==> src/rtl/mbox_pkg.sv <==
package mbox_pkg;
  localparam int unsigned MB_COUNT   = 4;
  localparam int unsigned DATA_W     = 32;
  localparam int unsigned MB_BYTES   = DATA_W / 8;
  localparam int unsigned MB_FLAGS   = MB_COUNT * MB_BYTES;
  localparam int unsigned BOX_IDX_W  = $clog2(MB_COUNT);
  localparam int unsigned ADDR_W     = $clog2(2 * MB_COUNT + 2);

  localparam logic [ADDR_W-1:0] OUT_BASE    = ADDR_W'(MB_COUNT);
  localparam logic [ADDR_W-1:0] STATUS_ADDR = ADDR_W'(2 * MB_COUNT);
  localparam logic [ADDR_W-1:0] CTRL_ADDR   = ADDR_W'(2 * MB_COUNT + 1);

  localparam int unsigned CTL_IN_EN    = 0;
  localparam int unsigned CTL_OUT_EN   = 1;
  localparam int unsigned CTL_IN_INT   = 16;
  localparam int unsigned CTL_OUT_INT  = 17;
  localparam int unsigned CTL_FLAG_RST = 24;

  typedef struct packed {
    logic [MB_FLAGS-1:0] inLoad;
    logic [MB_FLAGS-1:0] outLoad;
  } mbStrobe_t;
endpackage

==> src/rtl/mbox_ctrl.sv <==
module mbox_ctrl
  import mbox_pkg::*;
(
  input  logic                 clk,
  input  logic                 rstN,
  input  logic [ADDR_W-1:0]    regAddr,
  input  logic                 regWr,
  input  logic                 regRd,
  input  logic [MB_BYTES-1:0]  regBe,
  input  logic                 wInEn,
  input  logic                 wOutEn,
  input  logic                 wInInt,
  input  logic                 wOutInt,
  input  logic                 wFlagRst,
  input  logic                 hostWrEn,
  input  logic [BOX_IDX_W-1:0] hostWrBox,
  input  logic [MB_BYTES-1:0]  hostWrBe,
  input  logic                 hostRdEn,
  input  logic [BOX_IDX_W-1:0] hostRdBox,
  input  logic [MB_BYTES-1:0]  hostRdBe,
  output mbStrobe_t            strobe,
  output logic [MB_FLAGS-1:0]  inFull,
  output logic [MB_FLAGS-1:0]  outEmpty,
  output logic [DATA_W-1:0]    ctrlWord,
  output logic                 irqN
);
  logic regInRd, regOutWr, ctrlWr, flagRst;
  logic [BOX_IDX_W-1:0] boxSel;
  logic [MB_FLAGS-1:0] hostSetMask, rdClrMask, outClrMask, hostEmptyMask;
  logic inEn, outEn, inInt, outInt;
  logic inSet, outSet, inClrReq, outClrReq, inClr;

  assign boxSel   = regAddr[BOX_IDX_W-1:0];
  assign regInRd  = regRd && (regAddr < OUT_BASE);
  assign regOutWr = regWr && (regAddr >= OUT_BASE) && (regAddr < STATUS_ADDR);
  assign ctrlWr   = regWr && (regAddr == CTRL_ADDR);
  assign flagRst  = ctrlWr && wFlagRst;

  for (genvar b = 0; b < MB_COUNT; b++) begin : g_box
    for (genvar k = 0; k < MB_BYTES; k++) begin : g_byte
      localparam int unsigned IDX = b * MB_BYTES + k;
      assign hostSetMask[IDX]   = hostWrEn && (hostWrBox == BOX_IDX_W'(b)) && hostWrBe[k];
      assign rdClrMask[IDX]     = regInRd && (boxSel == BOX_IDX_W'(b)) && regBe[k];
      assign outClrMask[IDX]    = regOutWr && (boxSel == BOX_IDX_W'(b)) && regBe[k];
      assign hostEmptyMask[IDX] = hostRdEn && (hostRdBox == BOX_IDX_W'(b)) && hostRdBe[k];
    end
  end

  assign inSet     = inEn && (|hostSetMask);
  assign outSet    = outEn && (|hostEmptyMask);
  assign inClrReq  = ctrlWr && wInInt;
  assign outClrReq = ctrlWr && wOutInt;
  assign inClr     = inClrReq && (inFull == '0);

  always_ff @(posedge clk or negedge rstN) begin
    if (!rstN) begin
      inFull   <= '0;
      outEmpty <= '1;
      inEn     <= 1'b0;
      outEn    <= 1'b0;
      inInt    <= 1'b0;
      outInt   <= 1'b0;
    end else begin
      inFull   <= (inFull & ~rdClrMask & ~{MB_FLAGS{flagRst}}) | hostSetMask;
      outEmpty <= (outEmpty | hostEmptyMask | {MB_FLAGS{flagRst}}) & ~outClrMask;
      if (ctrlWr) begin
        inEn  <= wInEn;
        outEn <= wOutEn;
      end
      inInt  <= inSet | (inInt & ~inClr);
      outInt <= outSet | (outInt & ~outClrReq);
    end
  end

  always_comb begin
    ctrlWord              = '0;
    ctrlWord[CTL_IN_EN]   = inEn;
    ctrlWord[CTL_OUT_EN]  = outEn;
    ctrlWord[CTL_IN_INT]  = inInt;
    ctrlWord[CTL_OUT_INT] = outInt;
  end

  assign irqN           = ~(inInt | outInt);
  assign strobe.inLoad  = hostSetMask;
  assign strobe.outLoad = outClrMask;

  assert_full_set_R3: assert property (@(posedge clk) disable iff (!rstN)
    (|hostSetMask) |=> ((inFull & $past(hostSetMask)) == $past(hostSetMask)));

  assert_read_clears_R4: assert property (@(posedge clk) disable iff (!rstN)
    ((|rdClrMask) && ((rdClrMask & hostSetMask) == '0)) |=> ((inFull & $past(rdClrMask)) == '0));

  assert_out_not_empty_R5: assert property (@(posedge clk) disable iff (!rstN)
    (|outClrMask) |=> ((outEmpty & $past(outClrMask)) == '0));

  assert_sticky_int_R6: assert property (@(posedge clk) disable iff (!rstN)
    (inInt && !inClrReq) |=> inInt);

  assert_irq_pending_R7: assert property (@(posedge clk) disable iff (!rstN)
    ((inInt && !inClrReq) || (outInt && !outClrReq)) |=> !irqN);

  assert_rearm_blocked_R8: assert property (@(posedge clk) disable iff (!rstN)
    (inInt && (|inFull)) |=> inInt);

  assert_flag_reset_R9: assert property (@(posedge clk) disable iff (!rstN)
    (flagRst && !(|hostSetMask)) |=> ((inFull == '0) && (&outEmpty)));

  assert_set_wins_R10: assert property (@(posedge clk) disable iff (!rstN)
    inSet |=> inInt);

  assert_disabled_quiet_R11: assert property (@(posedge clk) disable iff (!rstN)
    (!inInt && !inEn) |=> !inInt);
endmodule

==> src/rtl/mbox_datapath.sv <==
module mbox_datapath
  import mbox_pkg::*;
(
  input  logic                 clk,
  input  logic                 rstN,
  input  mbStrobe_t            strobe,
  input  logic [DATA_W-1:0]    hostWrData,
  input  logic [DATA_W-1:0]    regWdata,
  input  logic [ADDR_W-1:0]    regAddr,
  input  logic [BOX_IDX_W-1:0] hostRdBox,
  input  logic [MB_FLAGS-1:0]  inFull,
  input  logic [MB_FLAGS-1:0]  outEmpty,
  input  logic [DATA_W-1:0]    ctrlWord,
  output logic [DATA_W-1:0]    regRdata,
  output logic [DATA_W-1:0]    hostRdData
);
  logic [7:0] inByte  [MB_FLAGS];
  logic [7:0] outByte [MB_FLAGS];
  logic [DATA_W-1:0] inWord  [MB_COUNT];
  logic [DATA_W-1:0] outWord [MB_COUNT];

  always_ff @(posedge clk or negedge rstN) begin
    if (!rstN) begin
      for (int i = 0; i < MB_FLAGS; i++) begin
        inByte[i]  <= '0;
        outByte[i] <= '0;
      end
    end else begin
      for (int i = 0; i < MB_FLAGS; i++) begin
        if (strobe.inLoad[i])  inByte[i]  <= hostWrData[(i % MB_BYTES) * 8 +: 8];
        if (strobe.outLoad[i]) outByte[i] <= regWdata[(i % MB_BYTES) * 8 +: 8];
      end
    end
  end

  for (genvar b = 0; b < MB_COUNT; b++) begin : g_word
    for (genvar k = 0; k < MB_BYTES; k++) begin : g_lane
      assign inWord[b][k*8 +: 8]  = inByte[b*MB_BYTES + k];
      assign outWord[b][k*8 +: 8] = outByte[b*MB_BYTES + k];
    end
  end

  always_comb begin
    if (regAddr < OUT_BASE)            regRdata = inWord[regAddr[BOX_IDX_W-1:0]];
    else if (regAddr < STATUS_ADDR)    regRdata = outWord[regAddr[BOX_IDX_W-1:0]];
    else if (regAddr == STATUS_ADDR)   regRdata = {outEmpty, inFull};
    else if (regAddr == CTRL_ADDR)     regRdata = ctrlWord;
    else                               regRdata = '0;
  end

  assign hostRdData = outWord[hostRdBox];
endmodule

==> src/rtl/mbox_irq_ctrl.sv <==
module mbox_irq_ctrl
  import mbox_pkg::*;
(
  input  logic                 clk,
  input  logic                 rstN,
  input  logic [ADDR_W-1:0]    regAddr,
  input  logic                 regWr,
  input  logic                 regRd,
  input  logic [MB_BYTES-1:0]  regBe,
  input  logic [DATA_W-1:0]    regWdata,
  output logic [DATA_W-1:0]    regRdata,
  input  logic                 hostWrEn,
  input  logic [BOX_IDX_W-1:0] hostWrBox,
  input  logic [MB_BYTES-1:0]  hostWrBe,
  input  logic [DATA_W-1:0]    hostWrData,
  input  logic                 hostRdEn,
  input  logic [BOX_IDX_W-1:0] hostRdBox,
  input  logic [MB_BYTES-1:0]  hostRdBe,
  output logic [DATA_W-1:0]    hostRdData,
  output logic                 irqN
);
  mbStrobe_t            strobe;
  logic [MB_FLAGS-1:0]  inFull, outEmpty;
  logic [DATA_W-1:0]    ctrlWord;

  mbox_ctrl i_ctrl (
    .clk       (clk),
    .rstN      (rstN),
    .regAddr   (regAddr),
    .regWr     (regWr),
    .regRd     (regRd),
    .regBe     (regBe),
    .wInEn     (regWdata[CTL_IN_EN]),
    .wOutEn    (regWdata[CTL_OUT_EN]),
    .wInInt    (regWdata[CTL_IN_INT]),
    .wOutInt   (regWdata[CTL_OUT_INT]),
    .wFlagRst  (regWdata[CTL_FLAG_RST]),
    .hostWrEn  (hostWrEn),
    .hostWrBox (hostWrBox),
    .hostWrBe  (hostWrBe),
    .hostRdEn  (hostRdEn),
    .hostRdBox (hostRdBox),
    .hostRdBe  (hostRdBe),
    .strobe    (strobe),
    .inFull    (inFull),
    .outEmpty  (outEmpty),
    .ctrlWord  (ctrlWord),
    .irqN      (irqN)
  );

  mbox_datapath i_data (
    .clk        (clk),
    .rstN       (rstN),
    .strobe     (strobe),
    .hostWrData (hostWrData),
    .regWdata   (regWdata),
    .regAddr    (regAddr),
    .hostRdBox  (hostRdBox),
    .inFull     (inFull),
    .outEmpty   (outEmpty),
    .ctrlWord   (ctrlWord),
    .regRdata   (regRdata),
    .hostRdData (hostRdData)
  );
endmodule

==> config.mk <==
export PLATFORM = sky130hd
export DESIGN_NAME = mbox_irq_ctrl
export DESIGN_NICKNAME = d
export VERILOG_FILES = /design/src/rtl/mbox_pkg.sv /design/src/rtl/mbox_ctrl.sv /design/src/rtl/mbox_datapath.sv /design/src/rtl/mbox_irq_ctrl.sv
export SDC_FILE = /design/constraint.sdc
export NUM_CORES = 1
export LEC_CHECK = 0
export ABC_CLOCK_PERIOD_IN_PS = 2380
export BUFFER_PORTS_ARGS = -buffer_cell sky130_fd_sc_hd__buf_4
export CORE_MARGIN = 2
export CORE_UTILIZATION = 60
export CTS_BUF_LIST = sky130_fd_sc_hd__clkbuf_8
export DETAILED_ROUTE_END_ITERATION = 8
export PLACE_DENSITY = 0.81
export SLEW_MARGIN = 5
export SYNTH_ARGS = -nofsm -noshare
export SYNTH_HDL_FRONTEND = slang
export SYNTH_HIERARCHICAL = 1
export SYNTH_SLANG_ARGS = --single-unit
==> constraint.sdc <==
create_clock -name clk -period 2.38 [get_ports clk]
set_clock_uncertainty 0.1 [all_clocks]
set_input_delay 0 -clock clk [delete_from_list [all_inputs] [get_ports clk]]
set_output_delay 0 -clock clk [all_outputs]
set_load 0.01 [all_outputs]
==> reports/metrics.csv, run 1 <==
metric;value;unit
fin_crit_sh;100;%
synth_area;15000;µm²
cts_tree;built;
clk_pin_slew;0.06;ns
avgSynthCellArea;13.5;µm²
grt_pass1_vias;11400;
crit_slowest_cell;dlygate4sd3_1;
ctsLongestPathBuffers;3;
grt_antenna_before_repair;0;
rows;57;
synth.ff_latch_count;292;
postCtsSetupRepairBufs;0;
route.detailed.drc;0;
crit_path_start;regWr;
cp_common_cell;dlygate4sd3_1;
final_hold_viol_count;0;
failed_checks;setup timing;
tightest_slew;0.749;ns
power.leakage;0.00809;µW
grt_start_max_net_pins;73;
cts_root_buf;clkbuf_8;
final_cell_mix;mux2_2, dfrtp_1, buf_4;
grt_pass1_wl;62800;µm
synth-main-ff-cell;dfrtp_1;
synth-seq-area-share;48.9;%
gp_congestion;0.894;
drtAntennaViolNets;0;
critPathBufInv;4;
synthCells;1114;
routedWlPerCell;23.4;µm
crit_path_end_kind;flop;
pwr-share-seq;46.1;%
path_class;input pin to flop;
drive_above_1_share;44.9;%
core-area;24500;µm²
worst_slack;-0.00636;ns
routed_wl;40200;µm
design_area;18300;µm²
dieArea;26300;µm²
drt_iter0_drc;912;
viasPerCell;6.21;
clock_sinks;292;
fin_crit;2.39;ns
crit_fanout;4;
dpl-instance-area;16300;µm²
outcome;finished with violations;
grt_overflow;0;
timing.rr.start;i_ctrl/inFull[13]$_DFF_PN0_;
comb_power_share;22.8;%
critPathCapture;i_ctrl/inInt$_DFF_PN0_;
critical-path-top-delay-family;buffers and inverters;
reg2reg_slack;0.16;ns
hold_path.class;input pin to flop;
rsz0062_at_grt;no;
p_sw_share;27.6;%
fmax;419;MHz
final_common_cell;mux2_2;
crit_arrival;2.72;ns
nets;1445;
r2r-end;i_ctrl/inInt$_DFF_PN0_;
synth_cell_types;44;
worstSetupPathDepth;8;
ir_worst_vdd;0.560;mV
initial_core_util;61.3;%
grt_use_total;31.0;%
yosys_warnings;6;
slowest_delay;0.59;ns
r2r.worst_path.cells;5;
async_flop_share;100;%
clk_latency;0.57;ns
dp_hpwl;26500;µm
synth_edf_count;0;
power.density;793;nW/µm²
cts_made_buffers;49;
maxSlewHeadroom;50.1;%
area_growth_syn_to_layout;21.9;%
p_int;10500;µW
antennaDiodeCount;0;
num_vias;10700;
critPathLaunchType;input pin;
io_pins;155;
drv_slew;0;
drv_cap;0;
fp.dieW;162;µm
layout.cells.non_filler;1716;
crit_chain;dlygate4sd3_1 -> buf_4 -> nand2b_4 -> dlygate4sd3_1 -> or3_4 -> o31ai_1 -> o21ai_1 -> dlygate4sd3_1;
power.switching;4010;µW
placedCellCount;1532;
dieHeight;162;µm
finalSetupViolCount;1;
firstDrtPassIters;5;
p_clk_share;31.0;%
port_buffers;154;
crit_required;2.71;ns
htreeDepth;2;
[metal layers]
| metal | vias up | global-route usage (%) | wire, µm |
|---|---|---|---|
| met5 | - | 0 | 0 |
| met4 | 0 | 11.3 | 1280 |
| met3 | 98 | 6.23 | 3400 |
| met2 | 536 | 49.2 | 18900 |
| met1 | 5413 | 42.7 | 16600 |
| li1 | 4612 | - | - |
[power groups by stage]
| stage | logic (µW) | clock network, µW | registers, µW |
|---|---|---|---|
| floorplan | 2160 | 0 | 6500 |
| CTS | 3300 | 4590 | 6670 |
| finish | 3310 | 4500 | 6690 |
| global route | 3540 | 4820 | 6820 |
| global placement | 3050 | 0 | 6680 |
| detailed placement | 3130 | 0 | 6750 |
[worst register-to-register path: stages (launching register included)]
cell	delay (ns)
dfrtp_1	0.39
nor4_1	0.42
nand4_1	0.19
o31ai_1	0.30
o21ai_1	0.11
dlygate4sd3_1	0.59
[cell usage after synthesis (3+ instances only)]
| cell type | instances | area share, % |
|---|---|---|
| a21oi_1 | 34 | 1.1 |
| a31o_1 | 16 | 0.93 |
| and2_1 | 32 | 1.3 |
| and3_1 | 3 | 0.13 |
| buf_1 | 6 | 0.15 |
| buf_2 | 12 | 0.40 |
| buf_4 | 39 | 2.0 |
| buf_6 | 8 | 0.60 |
| clkbuf_1 | 45 | 1.1 |
| dfrtp_1 | 276 | 46 |
| dfstp_2 | 16 | 2.8 |
| mux2_1 | 63 | 4.7 |
| mux2_2 | 320 | 24 |
| mux2i_1 | 32 | 2.1 |
| mux4_2 | 32 | 4.8 |
| nand2_1 | 34 | 0.85 |
| nor2_1 | 12 | 0.30 |
| nor4_1 | 5 | 0.21 |
| o22ai_1 | 64 | 2.7 |
| o32ai_1 | 31 | 1.8 |
[state kept, by name, summed over array words and instances, names as in the netlist]
signal / count
i_ctrl/inFull: 16
i_ctrl/inInt: 1
i_ctrl/inEn: 1
i_ctrl/outEmpty: 16
i_ctrl/outInt: 1
i_data/outByte: 128
i_ctrl/outEn: 1
i_data/inByte: 128
[final cells by class]
class | instances | area, µm²
multi-input combinational | 734 | 7100
clock buffer | 64 | 881
tap | 324 | 405
timing repair buffer | 276 | 2440
clock inverter | 24 | 125
fill | 1560 | 6180
sequential | 292 | 7330
inverter | 2 | 7.51
[through the flow]
stage / util, % / setup TNS (ns) / hold slack, ns / setup slack, ns / total power [µW]
floorplan: - / 0 / -0.396 / 0.850 / 8670
global placement: 66.6 / 0 / -0.112 / 0.532 / 9730
detailed placement: 66.6 / 0 / -0.105 / 0.498 / 9880
CTS: 74.7 / 0 / 0.00884 / 0.117 / 14600
global route: 74.8 / 0 / 0.0129 / 0.00832 / 15200
finish: 74.8 / -0.00636 / 0.000944 / -0.00636 / 14500
[how the worst min path moves through the flow]
stage / to / cells after the start / from
global placement: i_data/outByte[46]$_DFFE_PN0P_ / 1 / rstN
global route: i_ctrl/outInt$_DFF_PN0_ / 5 / regAddr[3]
floorplan: i_ctrl/inEn$_DFFE_PN0N_ / 0 / rstN
finish: i_ctrl/outInt$_DFF_PN0_ / 5 / regAddr[3]
detailed placement: i_data/outByte[43]$_DFFE_PN0P_ / 1 / rstN
CTS: i_ctrl/outInt$_DFF_PN0_ / 5 / regAddr[3]
[kinds of logic after synthesis]
logic type	count (synthesis)	synth area share, %
compound gates	153	6.95
buf+inv	115	4.51
flops	292	48.9
mux	448	35.8
other cells	1	0.0250
simple gates	105	3.85
[what timing repair did]
action | 4_1_cts | 5_1_grt
gates resized for setup | 0 | 1
hold buffers | 96 | 0
endpoints found under the setup margin | 0 | 1
endpoints found under the hold margin | 577 | 0
Note: power is estimated with default switching activity, not from simulation.
==> inputs of run 2 (changes only) <==
--- a/config.mk
+++ b/config.mk
@@ -6,12 +6,12 @@
 export NUM_CORES = 1
 export LEC_CHECK = 0
 export ABC_CLOCK_PERIOD_IN_PS = 2380
-export BUFFER_PORTS_ARGS = -buffer_cell sky130_fd_sc_hd__buf_4
 export CORE_MARGIN = 2
 export CORE_UTILIZATION = 60
 export CTS_BUF_LIST = sky130_fd_sc_hd__clkbuf_8
 export DETAILED_ROUTE_END_ITERATION = 8
-export PLACE_DENSITY = 0.81
+export DONT_BUFFER_PORTS = 1
+export PLACE_DENSITY = 0.76
 export SLEW_MARGIN = 5
 export SYNTH_ARGS = -nofsm -noshare
 export SYNTH_HDL_FRONTEND = slang
==> run 2 against run 1 <==
  * The run ends with hold timing left
  * Clock power is 9.1% lower
  * Sequential share of layout area is 2.6 points higher
  * Fmax is 9.0% higher
  * Global-route usage is 0.64 points lower
  * Register-to-register slack better by 0.17 ns
  * Utilization is 4.6 points lower
  * Via count is 5.7% lower
  * Count of clock-buffer cells in the layout is 7 lower
  * First-iteration DRC count is 11% higher
  * Worst setup slack better by 0.20 ns
  * Critical path type unchanged
  * Critical endpoint is now i_ctrl/outEmpty[3]$_DFF_PN1_
==> reports/metrics.csv, run 2 (synthesized netlist as in run 1, its figures left out) <==
metric;value;unit
fin_crit_sh;92.0;%
final_common_cell;mux2_2;
crit_slowest_cell;dlygate4sd3_1;
critPathLaunchType;input pin;
crit_fanout;33;
maxSlewHeadroom;39.1;%
grt_start_max_net_pins;293;
power.density;791;nW/µm²
drive_above_1_share;36.5;%
fin_util;70.2;%
crit_required;2.77;ns
power.leakage;0.00739;µW
final_hold_viol_count;292;
gp_congestion;0.854;
finalSetupViolCount;0;
r2r.worst_path.cells;5;
largestRegisters;i_data/inByte (128), i_data/outByte (128);
nets;1317;
drtAntennaViolNets;0;
grt_antenna_before_repair;4;
port_buffers;0;
initial_core_util;61.3;%
failed_checks;hold timing;
crit_path_end_kind;flop;
crit_chain;dlygate4sd3_1 -> nor3b_2 -> a21oi_1 -> dlygate4sd3_1 -> a21oi_1 -> dlygate4sd3_1;
viasPerCell;6.33;
fin_crit;2.19;ns
rsz0062_at_grt;no;
final_cell_mix;mux2_2, dfrtp_1, dlygate4sd3_1;
fmax;457;MHz
grt_pass1_wl;61800;µm
drv_cap;0;
routed_wl;39000;µm
crit_arrival;2.58;ns
cts_hold_buf;123;
grt_overflow;0;
tightest_slew;0.914;ns
ir_worst_vdd;0.614;mV
whs;-0.938;ns
finalSetupTns;0;ns
routedWlPerCell;24.5;µm
dieArea;26300;µm²
hold_path.class;input pin to async pin;
num_vias;10100;
drv_slew;0;
core-area;24500;µm²
design_area;17200;µm²
route.detailed.drc;0;
dp_hpwl;24600;µm
outcome;finished with violations;
firstDrtPassIters;5;
htreeDepth;2;
clock_sinks;292;
ctsLongestPathBuffers;3;
drt_iter0_drc;1011;
dieHeight;162;µm
cp_common_cell;dlygate4sd3_1;
grt_use_total;30.3;%
path_class;input pin to flop;
cts_tree;built;
cts_made_buffers;48;
grt_pass1_vias;10600;
clk_latency;0.56;ns
io_pins;155;
area_growth_syn_to_layout;14.5;%
dpl-instance-area;15000;µm²
slowest_delay;0.69;ns
fp.dieW;162;µm
cts_root_buf;clkbuf_8;
clk_pin_slew;0.06;ns
rows;57;
## run 2: changes by cell type in the layout (fill, tap and decap cells not counted), moves of 2 or more
cell            previous run  this run
buf_4                    170        26
dlygate4sd3_1             95       121
buf_12                     8         0
clkbuf_8                  64        57
inv_1                     20        27
diode_2                    0         2
dlymetal6s4s_1             0         2
## run 2: area by class of cell
type | instances | area [µm²]
Multi-Input combinational cell | 734 | 7100
Fill cell | 1671 | 7290
Clock buffer | 57 | 785
Antenna cell | 2 | 5.00
Clock inverter | 28 | 109
Tap cell | 324 | 405
Inverter | 2 | 7.51
Sequential cell | 292 | 7330
Timing Repair Buffer | 149 | 1430
## run 2: worst max-delay path: cells and delay by family
family / cells / cell delay, ns
buffers and inverters: 3 / 1.82
AO/OA/AOI/OAI: 2 / 0.27
AND/OR/NAND/NOR: 1 / 0.49
## run 2: path summary, 6_finish.rpt
kind	start	to	slack [ns]
setup / recovery	hostRdBox[0]	i_ctrl/outEmpty[3]$_DFF_PN1_	0.19
hold / removal	rstN	i_data/inByte[75]$_DFFE_PN0P_	-0.94
setup reg to reg	i_ctrl/inFull[13]$_DFF_PN0_	i_ctrl/inInt$_DFF_PN0_	0.33
hold reg to reg	i_data/inByte[100]$_DFFE_PN0P_	i_data/inByte[100]$_DFFE_PN0P_	0.40
max in group asynchronous	rstN	i_data/outByte[104]$_DFFE_PN0P_	2.37
min in group clk	regAddr[3]	regRdata[10]	0.01
## run 2: repair_timing
item                                   4_1_cts  5_1_grt
setup buffers                                0        1
setup endpoints to repair                    0        3
endpoints found under the hold margin      584      292
resized for setup                            0        3
## run 2: metal layers
layer  GRT usage, %  share of wire (%)  wire length, µm  up-vias
li1               -                  -                -     4370
met1           42.2                 42            16400     5159
met2           47.3                 46            18100      438
met3           8.17                9.0             3510       82
met4           8.89                2.5              958        4
met5              0              0.062               24        -
## run 2: power by group
part / total (µW) / internal (µW) / leakage [µW] / switching [µW]
sequential: 6670 / 6030 / 0.00356 / 640
combinational: 2820 / 1730 / 0.00327 / 1090
clock: 4090 / 2160 / 0.000555 / 1940
total: 13600 / 9920 / 0.00739 / 3670
## run 2: metrics by stage
stage	total power [µW]	setup WS, ns	instances	hold WS (ns)
after floorplan	8670	0.850	1141	-0.396
after global placement	9060	0.588	1377	-0.379
after detailed placement	9180	0.556	1377	-0.381
after CTS	13600	0.0732	1585	-0.977
after global routing	14300	0.151	1587	-0.970
final	13600	0.191	1588	-0.938
==> inputs of run 3 (changes only) <==
--- a/config.mk
+++ b/config.mk
@@ -6,12 +6,12 @@
 export NUM_CORES = 1
 export LEC_CHECK = 0
 export ABC_CLOCK_PERIOD_IN_PS = 2380
+export CAP_MARGIN = 20
 export CORE_MARGIN = 2
-export CORE_UTILIZATION = 60
+export CORE_UTILIZATION = 28
 export CTS_BUF_LIST = sky130_fd_sc_hd__clkbuf_8
 export DETAILED_ROUTE_END_ITERATION = 8
 export DONT_BUFFER_PORTS = 1
-export PLACE_DENSITY = 0.76
 export SLEW_MARGIN = 5
 export SYNTH_ARGS = -nofsm -noshare
 export SYNTH_HDL_FRONTEND = slang
==> run 3 against run 2 <==
  * The flow still finishes with violations (hold timing)
  * First-iteration DRC count is 21% lower
  * Global-route usage is 14 points lower
  * Worst hold slack lost 0.043 ns
  * Via count shrank 0.60%
  * Die area up 110%
  * Critical endpoint is now i_data/outByte[18]$_DFFE_PN0P_
  * Largest cell class unchanged
==> reports/metrics.csv, run 3 (synthesized netlist as in run 1, its figures left out) <==
metric;value;unit
outcome;finished with violations;
failed_checks;hold timing;
initial_core_util;28.4;%
highest-signal-layer;met5;
worst_slack;0.204;ns
drive_above_1_share;38.0;%
routedLengthMet1;19500;µm
nets;1342;
clock_sinks;292;
worstSetupPathDepth;6;
fin_crit_sh;91.4;%
critical-path-top-delay-family;buffers and inverters;
cts_made_buffers;49;
dieArea;55400;µm²
drv_slew;0;
crit_arrival;2.54;ns
maxSlewHeadroom;48.6;%
critPathLaunchType;input pin;
ir_worst_vdd;0.420;mV
whs;-0.981;ns
area_growth_syn_to_layout;19.5;%
dr_wl_met3;3150;µm
htreeDepth;2;
routed_wl;45200;µm
rows;84;
drtAntennaViolNets;0;
grt_pass1_vias;10600;
crit_required;2.75;ns
critPathBufInv;2;
crit_fanout;9;
grt_pass1_wl;68500;µm
pre_cts_ws;0.478;ns
cts_tree;built;
drv_cap;0;
fin_crit;2.18;ns
grt_antenna_before_repair;9;
crit_chain;dlygate4sd3_1 -> nand2_1 -> nor2_1 -> and2_1 -> mux2_2 -> dlygate4sd3_1;
path_class;input pin to flop;
port_buffers;0;
final_cell_mix;mux2_2, dfrtp_1, dlygate4sd3_1;
dieHeight;235;µm
routedWlPerCell;22.9;µm
num_vias;9993;
io_pins;155;
viasPerCell;5.06;
grt_overflow;0;
slowest_delay;0.66;ns
power.leakage;0.00751;µW
route.detailed.drc;0;
gp_congestion;0.789;
rsz0062_at_grt;no;
firstDrtPassIters;4;
core-area;52800;µm²
tightest_slew;0.771;ns
power.density;782;nW/µm²
wl_met2;21500;µm
finalSetupViolCount;0;
clk_pin_slew;0.06;ns
cts_root_buf;clkbuf_8;
grt_start_max_net_pins;293;
drt_iter0_drc;799;
cp_common_cell;dlygate4sd3_1;
largestRegisters;i_data/inByte (128), i_data/outByte (128);
crit_path_end_kind;flop;
r2r.worst_path.cells;5;
ctsLongestPathBuffers;3;
fill_cells;5230;
grt_use_total;16.2;%
clk_latency;0.58;ns
final_common_cell;mux2_2;
fp.dieW;235;µm
hold_path.class;input pin to async pin;
cts_hold_buf;127;
final_hold_viol_count;292;
finalSetupTns;0;ns
fmax;460;MHz
dp_hpwl;29800;µm
crit_slowest_cell;dlygate4sd3_1;
[run 3: cell count changes in the layout (fill, tap and decap cells not counted), sizes merged]
cell,before,now
inv,27,16
dlygate4sd3,121,126
buf,26,46
dlymetal6s4s,2,1
clkbuf,57,65
clkinv,3,2
diode,2,4
clkinvlp,0,1
[run 3: through the flow]
stage                     hold slack [ns]  utilization, %  total power [µW]  cell area [µm²]  instances
final                              -0.981            34.0             14000            17900       1975
after global routing                -1.02            33.9             14800            17900       1974
after CTS                           -1.01            33.9             14200            17900       1971
after detailed placement           -0.372            29.7              9340            15700       1762
after global placement             -0.369            29.7              9220            15700       1762
after floorplan                    -0.396               -              8670            15100       1141
[run 3: where the power goes]
part,internal (µW),leakage (µW),switching [µW]
logic,1810,0.00340,1150
clock network,2410,0.000550,1990
registers,6030,0.00356,618
total,10200,0.00751,3770
[run 3: area by class of cell]
| type | instances | area (µm²) | share of cell area [%] |
|---|---|---|---|
| Multi-Input combinational cell | 734 | 7100 | 39.6 |
| Clock buffer | 65 | 895 | 4.99 |
| Inverter | 2 | 7.51 | 0.0419 |
| Sequential cell | 292 | 7330 | 40.9 |
| Antenna cell | 4 | 10.0 | 0.0559 |
| Timing Repair Buffer | 173 | 1640 | 9.18 |
| Clock inverter | 17 | 70.1 | 0.391 |
| Tap cell | 688 | 861 | 4.81 |
[run 3: worst paths after layout]
| kind | end | from | slack [ns] |
|---|---|---|---|
| min in group clk | regRdata[10] | regAddr[3] | 0.02 |
| worst min register to register | i_data/inByte[121]$_DFFE_PN0P_ | i_data/inByte[121]$_DFFE_PN0P_ | 0.40 |
| worst min-delay path | i_data/inByte[55]$_DFFE_PN0P_ | rstN | -0.98 |
| max in group asynchronous | i_data/inByte[29]$_DFFE_PN0P_ | rstN | 2.68 |
| worst max register to register | i_ctrl/inInt$_DFF_PN0_ | i_ctrl/inFull[13]$_DFF_PN0_ | 0.21 |
| worst max-delay path | i_data/outByte[18]$_DFFE_PN0P_ | regAddr[1] | 0.20 |
[run 3: layer usage]
metal	global-route usage, %	up-vias
met4	4.23	10
met3	4.47	75
met5	0	-
met2	26.6	328
li1	-	4395
met1	21.2	5185
[run 3: repair_timing]
item / CTS / global route
buffers inserted: 0 / 0
setup endpoints to repair: 0 / 8
gates resized for setup: 0 / 2
endpoints found under the hold margin: 584 / 292
